<file path="config.mk">
export PLATFORM = sky130hd
export DESIGN_NAME = pgwalk_top
export DESIGN_NICKNAME = d
export VERILOG_FILES = /design/src/rtl/pgwalk_pkg.sv /design/src/rtl/pgwalk_split.sv /design/src/rtl/pgwalk_addr.sv /design/src/rtl/pgwalk_pte.sv /design/src/rtl/pgwalk_ctrl.sv /design/src/rtl/pgwalk_top.sv
export SDC_FILE = /design/constraint.sdc
export NUM_CORES = 1
export LEC_CHECK = 0
export CAP_MARGIN = 5
export CORE_UTILIZATION = 50
export CTS_CLUSTER_DIAMETER = 40
export CTS_CLUSTER_SIZE = 40
export DETAILED_ROUTE_END_ITERATION = 8
export DONT_BUFFER_PORTS = 1
export PLACE_DENSITY = 0.68
export SKIP_CTS_REPAIR_TIMING = 1
export SYNTH_ARGS = -nofsm -noshare
export SYNTH_HDL_FRONTEND = slang
export SYNTH_HIERARCHICAL = 1
export SYNTH_SLANG_ARGS = --single-unit
</file>
<file path="constraint.sdc">
create_clock -name clk -period 2.8 [get_ports clk]
set_clock_uncertainty 0.05 [all_clocks]
set_input_delay 0.56 -clock clk [delete_from_list [all_inputs] [get_ports clk]]
set_output_delay 0.56 -clock clk [all_outputs]
set_load 0.02 [all_outputs]
</file>
<file path="src/rtl/pgwalk_pkg.sv">
package pgwalk_pkg;
   typedef enum logic [2:0] {
      PW_IDLE,
      PW_RD_OUT,
      PW_RD_IN,
      PW_DONE,
      PW_FAULT
   } pw_state_e;

   typedef enum logic {
      PW_LVL_OUTER = 1'b0,
      PW_LVL_INNER = 1'b1
   } pw_lvl_e;
endpackage

</file>
<file path="src/rtl/pgwalk_split.sv">
module pgwalk_split #(
   parameter int VA_W  = 32,
   parameter int OFS_W = 10,
   parameter int IN_W  = 10
) (
   input  logic [VA_W-1:0]              vaddr,
   output logic [VA_W-OFS_W-IN_W-1:0]   out_idx,
   output logic [IN_W-1:0]              in_idx,
   output logic [OFS_W-1:0]             ofs
);
   localparam int OUT_W = VA_W - OFS_W - IN_W;

   assign out_idx = vaddr[VA_W-1 -: OUT_W];
   assign in_idx  = vaddr[OFS_W +: IN_W];
   assign ofs     = vaddr[OFS_W-1:0];
endmodule

</file>
<file path="src/rtl/pgwalk_addr.sv">
module pgwalk_addr #(
   parameter int PA_W   = 32,
   parameter int OFS_W  = 10,
   parameter int OUT_W  = 12,
   parameter int IN_W   = 10,
   parameter int PTE_SH = 2
) (
   input  logic [PA_W-1:0]       root,
   input  logic [PA_W-OFS_W-1:0] tbl_frame,
   input  logic [OUT_W-1:0]      out_idx,
   input  logic [IN_W-1:0]       in_idx,
   input  logic                  sel_inner,
   output logic [PA_W-1:0]       addr
);
   logic [PA_W-1:0] out_scaled;
   logic [PA_W-1:0] in_scaled;
   logic [PA_W-1:0] in_base;

   assign out_scaled = PA_W'(out_idx) << PTE_SH;
   assign in_scaled  = PA_W'(in_idx) << PTE_SH;
   assign in_base    = {tbl_frame, {OFS_W{1'b0}}};
   assign addr       = sel_inner ? (in_base + in_scaled) : (root + out_scaled);
endmodule

</file>
<file path="src/rtl/pgwalk_pte.sv">
module pgwalk_pte #(
   parameter int PTE_W     = 32,
   parameter int FRAME_W   = 22,
   parameter int VALID_BIT = 0
) (
   input  logic [PTE_W-1:0]   pte,
   output logic               ok,
   output logic [FRAME_W-1:0] frame
);
   logic unused_pte_bits;

   assign ok              = pte[VALID_BIT];
   assign frame           = pte[PTE_W-1 -: FRAME_W];
   assign unused_pte_bits = ^pte;
endmodule

</file>
<file path="src/rtl/pgwalk_ctrl.sv">
module pgwalk_ctrl
   import pgwalk_pkg::*;
(
   input  logic clk,
   input  logic rst_n,
   input  logic req_valid,
   input  logic pte_ok,
   input  logic mem_req_ready,
   input  logic mem_rsp_valid,
   output logic req_ready,
   output logic mem_req_valid,
   output logic sel_inner,
   output logic take_outer,
   output logic take_inner,
   output logic resp_valid,
   output logic resp_fault,
   output logic fault_lvl
);
   pw_state_e st, st_nxt;
   logic      issued;
   logic      reading;
   logic      got;
   pw_lvl_e   lvl_q;

   assign reading       = (st == PW_RD_OUT) || (st == PW_RD_IN);
   assign got           = reading && issued && mem_rsp_valid;
   assign mem_req_valid = reading && !issued;
   assign req_ready     = (st == PW_IDLE);
   assign sel_inner     = (st == PW_RD_IN);
   assign take_outer    = got && (st == PW_RD_OUT);
   assign take_inner    = got && (st == PW_RD_IN);
   assign resp_valid    = (st == PW_DONE) || (st == PW_FAULT);
   assign resp_fault    = (st == PW_FAULT);
   assign fault_lvl     = lvl_q;

   always_comb begin
      st_nxt = st;
      case (st)
         PW_IDLE:   if (req_valid) st_nxt = PW_RD_OUT;
         PW_RD_OUT: if (got) st_nxt = pte_ok ? PW_RD_IN : PW_FAULT;
         PW_RD_IN:  if (got) st_nxt = pte_ok ? PW_DONE : PW_FAULT;
         PW_DONE:   st_nxt = PW_IDLE;
         PW_FAULT:  st_nxt = PW_IDLE;
         default:   st_nxt = PW_IDLE;
      endcase
   end

   always_ff @(posedge clk or negedge rst_n) begin
      if (!rst_n) begin
         st     <= PW_IDLE;
         issued <= 1'b0;
         lvl_q  <= PW_LVL_OUTER;
      end else begin
         st <= st_nxt;
         if (got) issued <= 1'b0;
         else if (mem_req_valid && mem_req_ready) issued <= 1'b1;
         if (got && !pte_ok) lvl_q <= (st == PW_RD_IN) ? PW_LVL_INNER : PW_LVL_OUTER;
      end
   end
endmodule

</file>
<file path="src/rtl/pgwalk_top.sv">
module pgwalk_top #(
   parameter int VA_W      = 32,
   parameter int PA_W      = 32,
   parameter int OFS_W     = 10,
   parameter int IN_W      = 10,
   parameter int PTE_W     = 32,
   parameter int VALID_BIT = 0
) (
   input  logic                  clk,
   input  logic                  rst_n,
   input  logic [PA_W-1:0]       root_base,
   input  logic                  req_valid,
   output logic                  req_ready,
   input  logic [VA_W-1:0]       req_vaddr,
   output logic                  resp_valid,
   output logic                  resp_fault,
   output logic                  resp_fault_lvl,
   output logic [PA_W-OFS_W-1:0] resp_frame,
   output logic [PA_W-1:0]       resp_paddr,
   output logic                  mem_req_valid,
   input  logic                  mem_req_ready,
   output logic [PA_W-1:0]       mem_req_addr,
   input  logic                  mem_rsp_valid,
   input  logic [PTE_W-1:0]      mem_rsp_data
);
   localparam int OUT_W     = VA_W - OFS_W - IN_W;
   localparam int FRAME_W   = PA_W - OFS_W;
   localparam int PTE_BYTES = PTE_W / 8;
   localparam int PTE_SH    = $clog2(PTE_BYTES);

   generate
      if (OUT_W < 1) begin : g_bad_split
         $error("pgwalk_top: offset and inner index leave no outer index bits");
      end
      if ((PTE_W % 8 != 0) || ((1 << PTE_SH) != PTE_BYTES)) begin : g_bad_pte_w
         $error("pgwalk_top: entry width must be a power-of-two number of bytes");
      end
      if (PTE_W < FRAME_W + 1) begin : g_bad_pte_fit
         $error("pgwalk_top: entry too narrow for frame number and valid flag");
      end
      if (VALID_BIT >= PTE_W - FRAME_W) begin : g_bad_valid_pos
         $error("pgwalk_top: valid flag overlaps the frame field");
      end
   endgenerate

   logic [VA_W-1:0]    va_q;
   logic [PA_W-1:0]    root_q;
   logic [FRAME_W-1:0] tbl_q;
   logic [FRAME_W-1:0] frm_q;
   logic [OUT_W-1:0]   out_idx;
   logic [IN_W-1:0]    in_idx;
   logic [OFS_W-1:0]   ofs;
   logic               pte_ok;
   logic [FRAME_W-1:0] pte_frame;
   logic               sel_inner;
   logic               take_outer;
   logic               take_inner;

   pgwalk_split #(.VA_W(VA_W), .OFS_W(OFS_W), .IN_W(IN_W)) u_split (
      .vaddr   (va_q),
      .out_idx (out_idx),
      .in_idx  (in_idx),
      .ofs     (ofs)
   );

   pgwalk_addr #(.PA_W(PA_W), .OFS_W(OFS_W), .OUT_W(OUT_W), .IN_W(IN_W), .PTE_SH(PTE_SH)) u_addr (
      .root      (root_q),
      .tbl_frame (tbl_q),
      .out_idx   (out_idx),
      .in_idx    (in_idx),
      .sel_inner (sel_inner),
      .addr      (mem_req_addr)
   );

   pgwalk_pte #(.PTE_W(PTE_W), .FRAME_W(FRAME_W), .VALID_BIT(VALID_BIT)) u_pte (
      .pte   (mem_rsp_data),
      .ok    (pte_ok),
      .frame (pte_frame)
   );

   pgwalk_ctrl u_ctrl (
      .clk           (clk),
      .rst_n         (rst_n),
      .req_valid     (req_valid),
      .pte_ok        (pte_ok),
      .mem_req_ready (mem_req_ready),
      .mem_rsp_valid (mem_rsp_valid),
      .req_ready     (req_ready),
      .mem_req_valid (mem_req_valid),
      .sel_inner     (sel_inner),
      .take_outer    (take_outer),
      .take_inner    (take_inner),
      .resp_valid    (resp_valid),
      .resp_fault    (resp_fault),
      .fault_lvl     (resp_fault_lvl)
   );

   always_ff @(posedge clk or negedge rst_n) begin
      if (!rst_n) begin
         va_q   <= '0;
         root_q <= '0;
         tbl_q  <= '0;
         frm_q  <= '0;
      end else begin
         if (req_valid && req_ready) begin
            va_q   <= req_vaddr;
            root_q <= root_base;
         end
         if (take_outer) tbl_q <= pte_frame;
         if (take_inner) frm_q <= pte_frame;
      end
   end

   assign resp_frame = frm_q;
   assign resp_paddr = {frm_q, ofs};
endmodule

</file>
# ---- Yosys cells after proc, flatten, opt, wreduce, memory -nomap -nowiden
# Cells that the tools add are included.
dict set report op_classes {
  addsub 2
  n_eq_ne 7
  muxes 10
  reduce_logical 15
}
# cell n
set op_table {}
lappend op_table {{$add 32x12->32} 1}
lappend op_table {{$add 32x14->32} 1}
lappend op_table {{$mux 32} 1}
lappend op_table {{$mux 3} 5}
lappend op_table {{$pmux 3 s3} 1}
lappend op_table {{$logic_and 1x1->1} 8}
lappend op_table {{$eq 3x2->1 const B} 2}
lappend op_table {{$ne 2x1->1 const B} 2}
lappend op_table {{$eq 3x1->1 const B} 1}
lappend op_table {{$eq 3x3->1 const B} 1}
lappend op_table {{$logic_not 3->1} 1}
lappend op_table {{$mux 1} 3}
lappend op_table {{$reduce_and 3->1} 1}
lappend op_table {{$logic_not 1->1} 2}
lappend op_table {{$logic_or 1x1->1} 2}
lappend op_table {{$ne 2x2->1 const B} 1}
lappend op_table {{$reduce_bool 2->1} 1}
dict set report word_totals {
  register_bits 113
  wordCells 41
}

# ---- Logic depth before layout (Yosys ltp)
# Gate-level depths: netlist of the first run.
dict set report logic_depth {
  word_depth 6
  depth_mapped 9
  depth_no_buf 8
}

# ---- Modules after synthesis
# The synthesis of the first run kept the hierarchy.
# module instances cells_per_inst area_per_inst_um2 seq_area_each_um2
set by_module_without_submodules {}
lappend by_module_without_submodules {pgwalk_top 1 249 4216.5 2702.6}
lappend by_module_without_submodules {pgwalk_addr 1 258 1757.9 0.0}
lappend by_module_without_submodules {pgwalk_ctrl 1 34 315.3 125.1}
lappend by_module_without_submodules {pgwalk_split 1 32 240.2 0.0}
lappend by_module_without_submodules {pgwalk_pte 1 23 172.7 0.0}

# ---- Worst setup path after synthesis of the first run
# Ideal clock, no wire load.
dict set report synth_timing {
  path_type {register to output}
  from {register va_q[24]}
  to {output port mem_req_addr[11]}
  arrival_ps 2446
  required_ps 2190
  path_slack_ps -256
  stages_incl_launch_ff 9
  path_buffers 1
  cell_sequence {dfrtp_1 > buf_4 > ha_1 > nand2_1 > nor3b_1 > nor2_1 > o21ai_0 > a22oi_1 > o311ai_0}
}
dict set report synth_via {
  elab_chain_cells 2
}
# item line_no
set synth_rtl {}
lappend synth_rtl {{start: declaration} pgwalk_top.sv:46} ;# logic [VA_W-1:0] va_q;
lappend synth_rtl {{start signal: assignment} pgwalk_top.sv:106} ;# va_q <= req_vaddr;
lappend synth_rtl {{$add 32x14->32} pgwalk_addr.sv:22} ;# assign addr = sel_inner ? (in_base + in_scaled) : (root + out_scaled);
lappend synth_rtl {{$mux 32} pgwalk_addr.sv:22}
lappend synth_rtl {{end: declaration} pgwalk_top.sv:22} ;# output logic [PA_W-1:0] mem_req_addr,
# Every way passes these cells.

# ---- Worst setup path in the final report of the first run
dict set report layout_timing {
  from {register va_q[20]}
  to {output port mem_req_addr[30]}
}
# Same word-level chain as after synthesis.

==> flow_metrics.py, run 1 <==
metrics = {
    "routing": {
        "routed_wirelength_um": 14800,
        "route.met2.wl_um": 7590,
        "firstDrtPassIters": 4,
        "wl_met3_um": 1090,
        "wire_per_inst_um": 19.3,
        "vias_per_cell": 5.74,
        "m1WireLength_um": 5870,
        "drc": 0,
        "highest_layer": "met4",
        "drtIter0Drc": 199,
        "detail-route-antenna-nets": 0,
        "dr_total_vias": 4405,
    },
    "timing": {
        "grt_setup_unrepaired": "true",
        "timing.final.ws_setup_ns": -0.507,
        "timing.hold.ws_ns": -0.200,
        "hold_viol": 113,
        "fmax_ghz": 0.302,
        "setup_viol": 24,
        "fin_crit_ns": 3.31,
        "fin_crit_sh_pct": 118,
        "worstMarginPinSlew_ns": 0.697,
        "finalMaxSlewViolations": 0,
        "relSlewSlack_pct": 53.2,
    },
    "grt": {
        "antenna_found_initial": 0,
        "grt_pass1_vias": 4599,
        "grt_max_degree": 114,
        "grtUsageTotal_pct": 21.3,
        "grt_pass1_wl_um": 23100,
        "grt_overflow": 0,
    },
    "place": {
        "gp_congestion": 0.817,
        "io_buffers": 0,
        "hpwl_um": 10500,
        "placedInstanceArea_mm2": 0.00667,
    },
    "synthesis": {
        "synth-edff-count": 0,
        "synth_seq_cells": 113,
        "syn-cell-area_mm2": 0.00670,
        "synth_cells": 596,
        "yosys.cell_types.count": 62,
        "async_flop_share_pct": 100,
        "synthTopCellsByArea": "dfrtp_1 (42%), mux2_2 (18%), buf_4 (8.8%)",
        "synth_top_area_share_pct": 42.2,
        "yosys_warnings": 6,
        "syn_nets": 713,
        "syn_avg_cell_area_um2": 11.2,
        "synthFlopType": "dfrtp_1",
        "synth_top_cell_by_area": "dfrtp_1",
        "ys_seq_area_share_pct": 42.2,
    },
    "clock_network": {
        "cts_root_buf": "clkbuf_16",
        "cts_tree": "yes",
        "clock_sinks": 113,
        "cts_buffers": 17,
        "clk-insertion-delay-late_ns": 0.40,
        "clk_pin_slew_ns": 0.05,
        "htree_levels": 4,
        "cts.path.max_buffers": 2,
    },
    "status": {
        "failed_checks": "negative hold slack, negative setup slack",
        "status": "finished, violations left",
    },
    "floorplanning": {
        "num_io_pins": 192,
        "fp.dieH_um": 118,
        "core_mm2": 0.0128,
        "die-width_um": 118,
        "initial_utilization_pct": 52.3,
        "rows": 41,
        "die-area_mm2": 0.0139,
    },
    "run": {
        "drv_cap": 0,
    },
    "setup_path": {
        "endpoint_kind": "output port",
        "path_class": "reg2out",
        "cp-start-kind": "flop",
        "r2r_setup_slack_ns": 0.70,
        "rr_startpoint": "u_ctrl/st[2]",
        "arrival_ns": 2.70,
        "critPathMaxFanout": 9,
        "reg2reg_depth": 5,
        "cp.required_ns": 2.19,
        "r2r_end": "va_q[16]",
    },
    "finish": {
        "diodes": 0,
        "syn2layout_area_growth_pct": 16.5,
        "final_cell_mix": "dfrtp_1 (112), mux2_2 (105), buf_4 (58)",
        "postLayoutCoreUtil_pct": 60.9,
        "postLayoutCellArea_mm2": 0.00781,
        "drive_gt1_share_pct": 46.1,
        "final_common_cell": "dfrtp_1",
        "nets": 700,
        "nFillCells": 1048,
    },
    "worst_hold_path": {
        "min_path_type": "in2async",
    },
}
logic make-up (layout without fill, tap and decap cells):
family                     count (synthesis)  in the layout  synth area share (%)
buffers and inverters                    103            103                  11.3
xor gates and xnor gates                  38             38                  5.08
adders and majority gates                 16             16                  3.21
AOI/OAI and AO/OA                         80             80                  7.92
and+or+nand+nor                          131            131                  10.8
DFF                                      113            113                  42.2
muxes                                    115            115                  19.5
area by class of cell:
type,instances,area [µm²],share of cell area [%]
clock buffer,18,439,5.62
timing repair buffer,66,556,7.12
multi-input combinational,380,3530,45.3
clock inverter,14,213,2.72
inverter,5,22.5,0.288
tap,172,215,2.76
sequential,113,2830,36.2
cell usage after synthesis (all sizes together), types with 5 or more instances:
library cell,instances
o21ai,26
nand3,18
nand2,36
nor2,20
clkbuf,14
and3,5
nor2b,9
mux2,110
dfrtp,113
mux2i,5
a21oi,14
nand4,9
nor3b,6
o211ai,6
nor3,10
xor2,16
inv,5
buf,84
ha,14
xnor2,22
worst max-delay path by stage:
stage                   from          endpoint  slack (ns)
finish              va_q[20]  mem_req_addr[30]       -0.51
global route        va_q[20]  mem_req_addr[28]       -0.63
CTS                 va_q[20]  mem_req_addr[30]       -0.71
detailed placement  va_q[20]  mem_req_addr[30]       -0.24
global placement    va_q[20]  mem_req_addr[30]       -0.16
floorplan           va_q[24]  mem_req_addr[11]       -0.01
per-layer routing:
| layer | track usage, % | vias up |
|---|---|---|
| met2 | 35.4 | 149 |
| met4 | 8.01 | 0 |
| met1 | 24.8 | 2213 |
| li1 | - | 2026 |
| met5 | 0 | - |
| met3 | 8.48 | 17 |
worst max-delay path, stage by stage (launching register included):
cell	delay, ns
dfrtp_1	0.41
ha_4	0.18
fa_2	0.42
a21oi_4	0.17
o211a_4	0.20
nor4_4	0.05
buf_12	0.16
o2111ai_2	0.19
xor2_1	0.23
mux2i_2	0.11
buf_4	0.17
state kept, by name, summed over array words and instances, names as in the netlist:
signal	count
resp_frame	22
u_ctrl/st	3
va_q	32
u_ctrl/fault_lvl	1
tbl_q	22
root_q	32
u_ctrl/issued	1
stage by stage:
stage          std cells  TNS (ns)  hold WS, ns  worst slack, ns
3_3_place_gp         727     -1.28        0.217           -0.163
3_5_place_dp         727     -2.31        0.217           -0.243
4_1_cts              759    -12.94       -0.229           -0.710
6_report             768     -7.79       -0.200           -0.507
2_1_floorplan        596   -0.0141        0.214          -0.0141
5_1_grt              768    -10.58       -0.230           -0.627
Power of run 1 is left out: the tool's default activity adds up to more than one toggle a clock period on the data nets, which glitch-free logic cannot reach.
==> run 2: changes to the inputs <==
REMOVE_ABC_BUFFERS = 1   (was not set)
==> run 2 against run 1 <==
Effect of this change:
- global-route usage down 0.64 points
- critical path depth unchanged
- cell count is 1.3% lower
- die area did not move
- critical path type unchanged
- worst hold slack worse by 0.012 ns
- utilization is 3.5 points lower
- clock-buffer cell count rose by 1
- via count shrank 2.7%
- sequential share of layout area is 2.2 points higher
- non-clock buffer count fell by 10
- the run still ends with negative hold slack, negative setup slack left
- first-iteration DRC count grew 30%
==> flow_metrics.py, run 2 (synthesized netlist as in run 1, its figures left out) <==
metrics = {
    "finish": {
        "final_cell_mix": "dfrtp_1 (113), mux2_2 (105), buf_4 (53)",
        "nFillCells": 1095,
        "syn2layout_area_growth_pct": 9.86,
        "largestRegisters": "root_q: 32 flops, va_q: 32 flops",
        "nets": 690,
        "postLayoutCoreUtil_pct": 57.4,
        "drive_gt1_share_pct": 39.1,
        "diodes": 0,
        "final_common_cell": "dfrtp_1",
    },
    "timing": {
        "worstMarginPinSlew_ns": 0.712,
        "fin_crit_ns": 3.25,
        "setup_viol": 26,
        "timing.hold.ws_ns": -0.212,
        "relSlewSlack_pct": 52.1,
        "fin_crit_sh_pct": 116,
        "timing.final.ws_setup_ns": -0.449,
        "fmax_ghz": 0.308,
        "finalMaxSlewViolations": 0,
        "hold_viol": 113,
        "grt_setup_unrepaired": "true",
    },
    "clock_network": {
        "clk_pin_slew_ns": 0.05,
        "htree_levels": 4,
        "cts_buffers": 17,
        "cts_root_buf": "clkbuf_16",
        "clock_sinks": 113,
        "cts.path.max_buffers": 2,
        "cts_tree": "yes",
        "clk-insertion-delay-late_ns": 0.42,
    },
    "floorplanning": {
        "die-area_mm2": 0.0139,
        "initial_utilization_pct": 52.3,
        "fp.dieH_um": 118,
        "num_io_pins": 192,
        "rows": 41,
        "core_mm2": 0.0128,
        "die-width_um": 118,
    },
    "power_and_ir_drop": {
        "power_frac_clock_pct": 19.0,
        "ir_drop_mv": 0.697,
        "p_leak_nw": 3.09,
        "switchingPower_mw": 5.13,
        "p_per_area_mw_per_mm2": 1630,
        "p_seq_share_pct": 30.7,
        "power_mw": 12.0,
        "comb_power_share_pct": 50.3,
        "switching_share_pct": 42.7,
        "internal_power_mw": 6.87,
    },
    "routing": {
        "firstDrtPassIters": 5,
        "wire_per_inst_um": 18.6,
        "dr_total_vias": 4287,
        "drtIter0Drc": 258,
        "drc": 0,
        "routed_wirelength_um": 14100,
        "vias_per_cell": 5.66,
        "detail-route-antenna-nets": 0,
    },
    "setup_path": {
        "path_class": "reg2out",
        "cp.required_ns": 2.19,
        "arrival_ns": 2.64,
        "critPathMaxFanout": 9,
        "endpoint_kind": "output port",
        "cp-start-kind": "flop",
    },
    "place": {
        "gp_congestion": 0.880,
        "hpwl_um": 9890,
        "io_buffers": 0,
    },
    "worst_hold_path": {
        "min_path_type": "in2async",
    },
    "grt": {
        "grt_pass1_vias": 4437,
        "grt_max_degree": 114,
        "grt_overflow": 0,
        "grt_pass1_wl_um": 22300,
        "grtUsageTotal_pct": 20.7,
        "antenna_found_initial": 0,
    },
    "run": {
        "drv_cap": 0,
    },
    "status": {
        "failed_checks": "negative hold slack, negative setup slack",
        "status": "finished, violations left",
    },
}
[run 2: cell count changes in the layout (fill, tap and decap cells not counted), moves of 3 or more]
cell	delta
o21ai_0	+8
buf_4	-5
clkinvlp_4	-5
ha_1	+5
mux2i_1	+5
mux2i_2	-5
a21oi_1	+4
a21oi_4	-4
ha_4	-4
o21ai_1	-4
buf_6	-3
o21ai_4	-3
[run 2: cell type report]
| type | count | area, µm² | share of cell area [%] |
|---|---|---|---|
| Inverter | 5 | 18.8 | 0.255 |
| Clock buffer | 19 | 443 | 6.02 |
| Tap cell | 172 | 215 | 2.92 |
| Timing Repair Buffer | 56 | 449 | 6.10 |
| Clock inverter | 13 | 184 | 2.50 |
| Multi-Input combinational cell | 380 | 3230 | 43.8 |
| Sequential cell | 113 | 2830 | 38.4 |
[run 2: power groups by stage]
stage	Sequential, mW	Combinational [mW]	Clock (mW)
global route	3.81	6.51	2.40
detailed placement	3.68	5.81	0
finish	3.68	6.04	2.28
CTS	3.67	5.87	2.33
floorplan	3.53	3.94	0
global placement	3.64	5.69	0
[run 2: worst paths after layout]
| check | endpoint | cells after the start | slack (ns) | from |
|---|---|---|---|---|
| max | mem_req_addr[30] | 10 | -0.45 | va_q[20] |
| min | root_q[28] | 0 | -0.21 | rst_n |
| max reg2reg | va_q[7] | 5 | 0.69 | u_ctrl/st[2] |
| min reg2reg | root_q[1] | 1 | 0.45 | root_q[1] |
| max in group asynchronous | resp_frame[5] | 0 | 2.78 | rst_n |
| min in group clk | u_ctrl/st[2] | 1 | 0.16 | mem_rsp_data[0] |
[run 2: per-stage QoR]
| step | worst slack [ns] | TNS, ns | instance area [µm²] | std cells |
|---|---|---|---|---|
| 2_1_floorplan | -1.49 | -51.73 | 5970 | 498 |
| 3_3_place_gp | -0.182 | -1.30 | 6620 | 722 |
| 3_5_place_dp | -0.248 | -2.06 | 6620 | 722 |
| 4_1_cts | -0.716 | -12.69 | 7240 | 754 |
| 5_1_grt | -0.557 | -11.13 | 7360 | 758 |
| 6_report | -0.449 | -8.02 | 7360 | 758 |
[run 2: worst max-delay path: stages, from the launching register on]
cell and delay (ns):
dfrtp_1 0.38, ha_2 0.21, fa_2 0.36, a21oi_2 0.15
o211a_1 0.24, nor4_4 0.05, buf_6 0.15, o2111ai_1 0.24
xor2_1 0.18, mux2i_1 0.10, buf_4 0.17
[run 2: metal layers]
metal / vias up / track usage [%] / wire length [µm]
met5: - / 0 / 0
met4: 0 / 11.4 / 402
met2: 163 / 33.1 / 6870
met1: 2084 / 24.5 / 5850
li1: 2011 / - / -
met3: 29 / 6.93 / 984
Note: power is estimated with default switching activity, not from simulation.
